--- config.mk ---
export PLATFORM = sky130hd
export DESIGN_NAME = shx_unit
export DESIGN_NICKNAME = d
export VERILOG_FILES = /design/src/rtl/shx_pkg.sv /design/src/rtl/shx_count_sel.sv /design/src/rtl/shx_rot_right.sv /design/src/rtl/shx_keep_mask.sv /design/src/rtl/shx_unit.sv
export SDC_FILE = /design/constraint.sdc
export NUM_CORES = 1
export LEC_CHECK = 0
export ABC_CLOCK_PERIOD_IN_PS = 4320
export BUFFER_PORTS_ARGS = -buffer_cell sky130_fd_sc_hd__buf_2
export CAP_MARGIN = 40
export CORE_ASPECT_RATIO = 1.1
export CORE_MARGIN = 2
export CORE_UTILIZATION = 35
export DETAILED_ROUTE_END_ITERATION = 8
export GPL_ROUTABILITY_DRIVEN = 1
export PLACE_DENSITY = 0.62
export SLEW_MARGIN = 10
export SYNTH_ARGS = -nofsm -noshare
export SYNTH_HDL_FRONTEND = slang
export SYNTH_SLANG_ARGS = --single-unit
--- constraint.sdc ---
create_clock -name vclk -period 4.32
set_input_delay 0.216 -clock vclk [all_inputs]
set_output_delay 0.216 -clock vclk [all_outputs]
set_load 0.02 [all_outputs]
--- src/rtl/shx_pkg.sv ---
package shx_pkg;
   typedef enum logic [1:0] {
      SHX_LSR = 2'b00,
      SHX_ASR = 2'b01,
      SHX_LSL = 2'b10,
      SHX_ROR = 2'b11
   } shx_op_e;
endpackage

--- src/rtl/shx_count_sel.sv ---
// Picks the count source by operation and keeps only the low CNT_W bits.
module shx_count_sel #(
   parameter int CNT_W = 6,
   parameter int REG_W = 32,
   parameter int IMM_W = 8
) (
   input  logic [1:0]       op_sel,
   input  logic [REG_W-1:0] reg_cnt,
   input  logic [IMM_W-1:0] imm_cnt,
   output logic [CNT_W-1:0] cnt
);
   import shx_pkg::*;

   logic unused_hi_bits;
   assign unused_hi_bits = ^{reg_cnt[REG_W-1:CNT_W], imm_cnt[IMM_W-1:CNT_W]};

   always_comb begin
      if (shx_op_e'(op_sel) == SHX_ROR) cnt = imm_cnt[CNT_W-1:0];
      else                              cnt = reg_cnt[CNT_W-1:0];
   end
endmodule

--- src/rtl/shx_rot_right.sv ---
// Right rotator; LOG_STAGES picks a staged mux chain or a doubled-word shift.
module shx_rot_right #(
   parameter int WIDTH      = 64,
   parameter int CNT_W      = 6,
   parameter bit LOG_STAGES = 1'b1
) (
   input  logic [WIDTH-1:0] din,
   input  logic [CNT_W-1:0] cnt,
   output logic [WIDTH-1:0] dout
);
   generate
      if (LOG_STAGES) begin : g_stages
         logic [WIDTH-1:0] stg [CNT_W+1];
         assign stg[0] = din;
         for (genvar s = 0; s < CNT_W; s++) begin : g_stage
            localparam int AMT = 1 << s;
            assign stg[s+1] = cnt[s] ? {stg[s][AMT-1:0], stg[s][WIDTH-1:AMT]}
                                     : stg[s];
         end
         assign dout = stg[CNT_W];
      end else begin : g_direct
         logic [2*WIDTH-1:0] dbl;
         assign dbl  = {din, din} >> cnt;
         assign dout = dbl[WIDTH-1:0];
      end
   endgenerate
endmodule

--- src/rtl/shx_keep_mask.sv ---
// Bit i is kept after a right move by cnt when i + cnt < WIDTH.
module shx_keep_mask #(
   parameter int WIDTH = 64,
   parameter int CNT_W = 6
) (
   input  logic [CNT_W-1:0] cnt,
   output logic [WIDTH-1:0] keep
);
   generate
      for (genvar i = 0; i < WIDTH; i++) begin : g_bit
         localparam int ROOM = WIDTH - 1 - i;
         assign keep[i] = (cnt <= CNT_W'(ROOM));
      end
   endgenerate
endmodule

--- src/rtl/shx_unit.sv ---
module shx_unit #(
   parameter int WIDTH      = 64,
   parameter int REG_W      = 32,
   parameter int IMM_W      = 8,
   parameter bit LOG_STAGES = 1'b1
) (
   input  logic [1:0]       op_sel,
   input  logic [WIDTH-1:0] data_in,
   input  logic [REG_W-1:0] reg_count,
   input  logic [IMM_W-1:0] imm_count,
   output logic [WIDTH-1:0] result
);
   import shx_pkg::*;

   localparam int CNT_W = $clog2(WIDTH);

   generate
      if (WIDTH < 2 || (WIDTH & (WIDTH - 1)) != 0) begin : g_bad_width
         $error("shx_unit: WIDTH must be a power of two of at least 2");
      end
      if (REG_W <= CNT_W || IMM_W <= CNT_W) begin : g_bad_cnt
         $error("shx_unit: count operands must be wider than the count field");
      end
   endgenerate

   shx_op_e          op;
   logic [CNT_W-1:0] cnt;
   logic [WIDTH-1:0] src, src_rev, rot, keep, moved, moved_rev, fill;
   logic             is_left;

   assign op      = shx_op_e'(op_sel);
   assign is_left = (op == SHX_LSL);

   shx_count_sel #(.CNT_W(CNT_W), .REG_W(REG_W), .IMM_W(IMM_W)) u_cnt (
      .op_sel (op_sel),
      .reg_cnt(reg_count),
      .imm_cnt(imm_count),
      .cnt    (cnt)
   );

   // A left shift is a right shift of the bit-reversed word, reversed back.
   generate
      for (genvar i = 0; i < WIDTH; i++) begin : g_rev
         assign src_rev[i]   = data_in[WIDTH-1-i];
         assign moved_rev[i] = moved[WIDTH-1-i];
      end
   endgenerate

   assign src = is_left ? src_rev : data_in;

   shx_rot_right #(.WIDTH(WIDTH), .CNT_W(CNT_W), .LOG_STAGES(LOG_STAGES)) u_rot (
      .din (src),
      .cnt (cnt),
      .dout(rot)
   );

   shx_keep_mask #(.WIDTH(WIDTH), .CNT_W(CNT_W)) u_mask (
      .cnt (cnt),
      .keep(keep)
   );

   assign fill  = (op == SHX_ASR) ? {WIDTH{data_in[WIDTH-1]}} : '0;
   assign moved = (rot & keep) | (fill & ~keep);

   always_comb begin
      unique case (op)
         SHX_ROR: result = rot;
         SHX_LSL: result = moved_rev;
         default: result = moved;
      endcase
   end
endmodule

Word level (Yosys, flattened, before mapping)
Cells that the tools add are included.

word-level totals
  flip-flop bits (word level) = 0
  input bits = 106
  output and inout bits = 64
  logic and storage cells = 81

cells by class
  order comparisons = 64
  equality and inequality tests = 3
  mux-type cells = 10
  bitwise logic cells = 4

operator list
  kind                                                            number
  two-way mux 64 bit                                              8
  less-or-equal comparator 6 bit, second input constant           32
  AND 64 bit                                                      2
  one-hot mux 64 bit (2 select lines)                             1
  less-or-equal comparator 6 x 5 -> 1 bit, second input constant  16
  inverter 64 bit                                                 1
  bitwise OR 64 bit                                               1
  less-or-equal comparator 6 x 4 -> 1 bit, second input constant  8
  less-or-equal comparator 6 x 3 -> 1 bit, second input constant  4
  less-or-equal comparator 6 x 1 -> 1 bit, second input constant  2
  less-or-equal comparator 6 x 2 -> 1 bit, second input constant  2
  two-way mux 6 bit                                               1
  == test 2 bit, second input constant                            2
  == test 2 x 1 -> 1 bit, second input constant                   1

Depth between registers and ports, before layout
  depth in word-level cells = 11
  mapped depth = 15
  mapped depth without buffers = 9

Hierarchy
From an unflattened synthesis, not the netlist that was laid out.

second synthesis, totals
  cells, all modules = 778
  area, all modules = 8,443.1 µm²

modules (own cells, without submodules)
  module         instances  cells an instance  area each (µm²)  sequential area each (µm²)
  shx_rot_right  1          234                4,608.2          0.0
  shx_unit       1          436                3,189.3          0.0
  shx_keep_mask  1          101                544.3            0.0
  shx_count_sel  1          7                  101.3            0.0

Least setup slack after synthesis
Ideal clock, no wire load.

  path kind = in2out
  start = input port reg_count[1]
  end = output port result[45]
  arrival time = 2.821 ns
  required time = 4.104 ns
  slack = 1.283 ns
  cell stages on the path = 11
  buffers on the path = 2
  cell sequence = buf_2 -> a21boi_4 -> buf_2 -> nor3_1 -> o31ai_1 -> mux4_2 -> and2_1 -> nor2_1 -> a31oi_1 -> nor3_1 -> nor4_1

between the ends
  cells in the longest elaborated chain, start to end = 9
  elaborated cells on any way between the ends = 13
  those cells by class = order compare: 2; mux: 7; bitwise: 4

ends and longest elaborated chain
  item                                     RTL line             source
  start: declaration                       shx_unit.sv:9        input logic [REG_W-1:0] reg_count,
  two-way mux 6 bit (*)                    shx_count_sel.sv:18  if (shx_op_e'(op_sel) == SHX_ROR) cnt = imm_cnt[CNT_W-1:0];
  two-way mux 64 bit (5 in series)         shx_rot_right.sv:17  assign stg[s+1] = cnt[s] ? {stg[s][AMT-1:0], stg[s][WIDTH-1:AMT]}
  AND 64 bit                               shx_unit.sv:63       assign moved = (rot & keep) | (fill & ~keep);
  bitwise OR 64 bit                        shx_unit.sv:63
  one-hot mux 64 bit (2 select lines) (*)  shx_unit.sv:66       unique case (op)
  end: declaration                         shx_unit.sv:11       output logic [WIDTH-1:0] result

Mark *: on every way between the ends. The rest lies on a longest branch, timed or not.

Worst setup path in the final report
  start = input port op_sel[0]
  end = output port result[52]

between the ends
  cells in the longest elaborated chain, start to end = 11
  elaborated cells on any way between the ends = 19
  those cells by class = order compare: 2; eq/ne: 3; mux: 10; bitwise: 4

ends and longest elaborated chain
  item                                                     RTL line                                             source
  start: declaration                                       shx_unit.sv:7                                        input logic [1:0] op_sel,
  == test 2 bit (on tied branches)                         shx_unit.sv:32, shx_unit.sv:66, shx_count_sel.sv:18
  two-way mux 64 bit or two-way mux 6 bit (tied branches)  shx_unit.sv:49, shx_count_sel.sv:18
  two-way mux 64 bit (6 in series)                         shx_rot_right.sv:17
  AND 64 bit                                               shx_unit.sv:63
  bitwise OR 64 bit                                        shx_unit.sv:63
  one-hot mux 64 bit (2 select lines) (*)                  shx_unit.sv:66

Marked as above.

==> results.txt <==
hpwl dp: 59800 um
Final Hold Vio Count: 0
final setup fails: 0
first-pass GRT wire length: 110000 um
critical path's top delay family: compound AO/OA/AOI/OAI gates
Hold Crit Endpoint: result[4]
Worst Path Buf+Inv: 6
Slew Limit Fails: 0
met2 wire length: 32000 um
area of the multi-input gates: 0.0102 sq mm
Post-CTS Resized: 0
most area-hungry cell type in the Yosys netlist: o21ai_0
top post-synthesis cells by area: o21ai_0 (6.6%), a21oi_1 (6.0%), nand2_1 (5.8%), mux2i_1 (5.2%), nand3_1 (5.0%)
top cell type's share of synthesized area: 0.0659
Fmax achieved: 241 MHz
fin crit period: 4.16 ns
mean area per synthesized cell: 6.35 sq um
Post-CTS Hold Buffers: 0
initial DRC count: 2880
total grt overflow: 0
Crit Path Max Fanout: 31
unrepaired setup endpoints after global routing: no
met3 wire len: 8680 um
Max Cap Violations: 0
row cnt: 68
Worst Setup End Kind: output pin
die width: 174 um
Cells after DPL: 2294
Fill cells: 3505
Routed wire per std cell: 33.5 um
Die Ht: 191 um
via count: 17300
CP peak stage delay: 0.68 ns
Slew HR: 0.374
sequential share of the synthesized area: 0
Avg Vias per Cell: 7.53
Crit path depth: 15
P&R area growth vs syn: 16.6%
vias in the first global route: 15400
Pre-antenna DRT Iters: 6
DRC Markers: 0
Slew @ Worst Pin: 0.939 ns
sequential cell count: 0
layout cells sized above 1: 0.232
final net count: 1982
Critical Path Slowest Stage Cell: a2111oi_2
outcome: finished, final reports clean
Antenna Violating Nets Remaining: 0
min-delay src: reg_count[2]
fin cells: 2295
hold crit path type: in -> out
initial antenna violation count: 0
Yosys warning count: 0
most common cell in the netlist: nand2_1
Final period util: 0.962
Post-Syn Area: 0.0111 sq mm
crit-path cells: buf_4, buf_12, a21boi_4, a2111oi_2, a21oi_1, o32ai_1, nor4_1, buf_4, a221oi_1, buf_4, buf_4, nand2_1, nand4_1, o221ai_1, buf_2
worst hold path cell count: 4
Hold WS: 1.00 ns
critical path arrival: 3.94 ns
Syn Inst Count: 1747
total wire length: 76800 um
DR top layer: met4
core box area: 0.0313 sq mm
RePlAce Congestion: 1.08
CLK BUF: 0
largest net degree at the start of global routing: 72
most frequent CP cell: buf_4
Distinct cells, synth: 106
CP Data Required Time: 4.10 ns
All-Layer GR Usage: 0.441
Synthesized Nets: 1853
M1 WL: 28900 um
Worst setup SP type: primary input
Initial Util: 0.354
most frequent cells after synthesis: nand2_1 (171), o21ai_0 (146), a21oi_1 (133)
postcts setup bufs: 0
die area: 0.0331 sq mm
Seq. cell area: 0 sq um
# port buffers: 142
WS Path Type: in -> out
Top Ports: 170
[tightest hold or removal path, delay by kind of cell]
family / cells / cell delay [ns]
buf+inv: 2 / 0.32
compound gates: 2 / 0.25
[per-stage QoR]
| stage | setup TNS [ns] | setup slack, ns | util | area [sq um] |
|---|---|---|---|---|
| 2_1_floorplan | 0 | 1.28 | - | 11100 |
| 3_3_place_gp | -0.179 | -0.179 | 0.412 | 12900 |
| 3_5_place_dp | 0 | 0.196 | 0.413 | 12900 |
| 4_1_cts | 0 | 0.192 | 0.413 | 12900 |
| 5_1_grt | 0 | 0.0290 | 0.413 | 12900 |
| 6_report | 0 | 0.165 | 0.413 | 12900 |
[metal layers]
layer  up-vias  track usage
met5         -            0
met4         0        0.321
met3       371       0.0734
met2      1550        0.677
met1      8072        0.557
li1       7279            -
[how the worst max path moves through the flow]
stage,start,to,slack [ns]
3_5_place_dp,op_sel[0],result[46],0.20
2_1_floorplan,reg_count[1],result[45],1.28
5_1_grt,op_sel[1],result[60],0.03
3_3_place_gp,op_sel[0],result[46],-0.18
6_report,op_sel[0],result[52],0.16
4_1_cts,op_sel[0],result[46],0.19
[cell type report]
type / count / share of cell area
multi-input combinational: 1545 / 0.785
timing repair buffer: 320 / 0.171
tap: 420 / 0.0406
inverter: 9 / 0.00261
antenna: 1 / 0.000193
[cell families (layout without fill, tap and decap cells)]
kind of cell | after synthesis | after routing | synth area share
AO/OA/AOI/OAI | 790 | 790 | 0.494
AND/OR/NAND/NOR | 655 | 655 | 0.304
buffers and inverters | 202 | 329 | 0.0915
multiplexers | 100 | 100 | 0.110
other | 0 | 1 | 0
[layout by cell type, fill, tap and decap left out, types with 14 or more instances in the layout]
cell type	synthesis	layout
nand3_1	111	111
o21ai_1	26	26
a211oi_1	48	48
a31oi_1	57	57
buf_2	82	140
mux4_2	15	15
a21oi_1	133	132
and3_1	20	20
a22oi_1	29	29
o22ai_1	51	51
o21ai_0	146	144
a21o_1	14	14
mux2i_1	58	56
nor2_1	132	132
nor2b_1	14	14
nor3_1	42	42
o31ai_1	18	18
nand4_1	37	37
mux2_2	24	25
o211ai_1	50	50
a221oi_1	24	24
a32oi_1	14	14
o221ai_1	26	26
buf_4	21	165
and3b_1	21	21
nand2_1	171	169
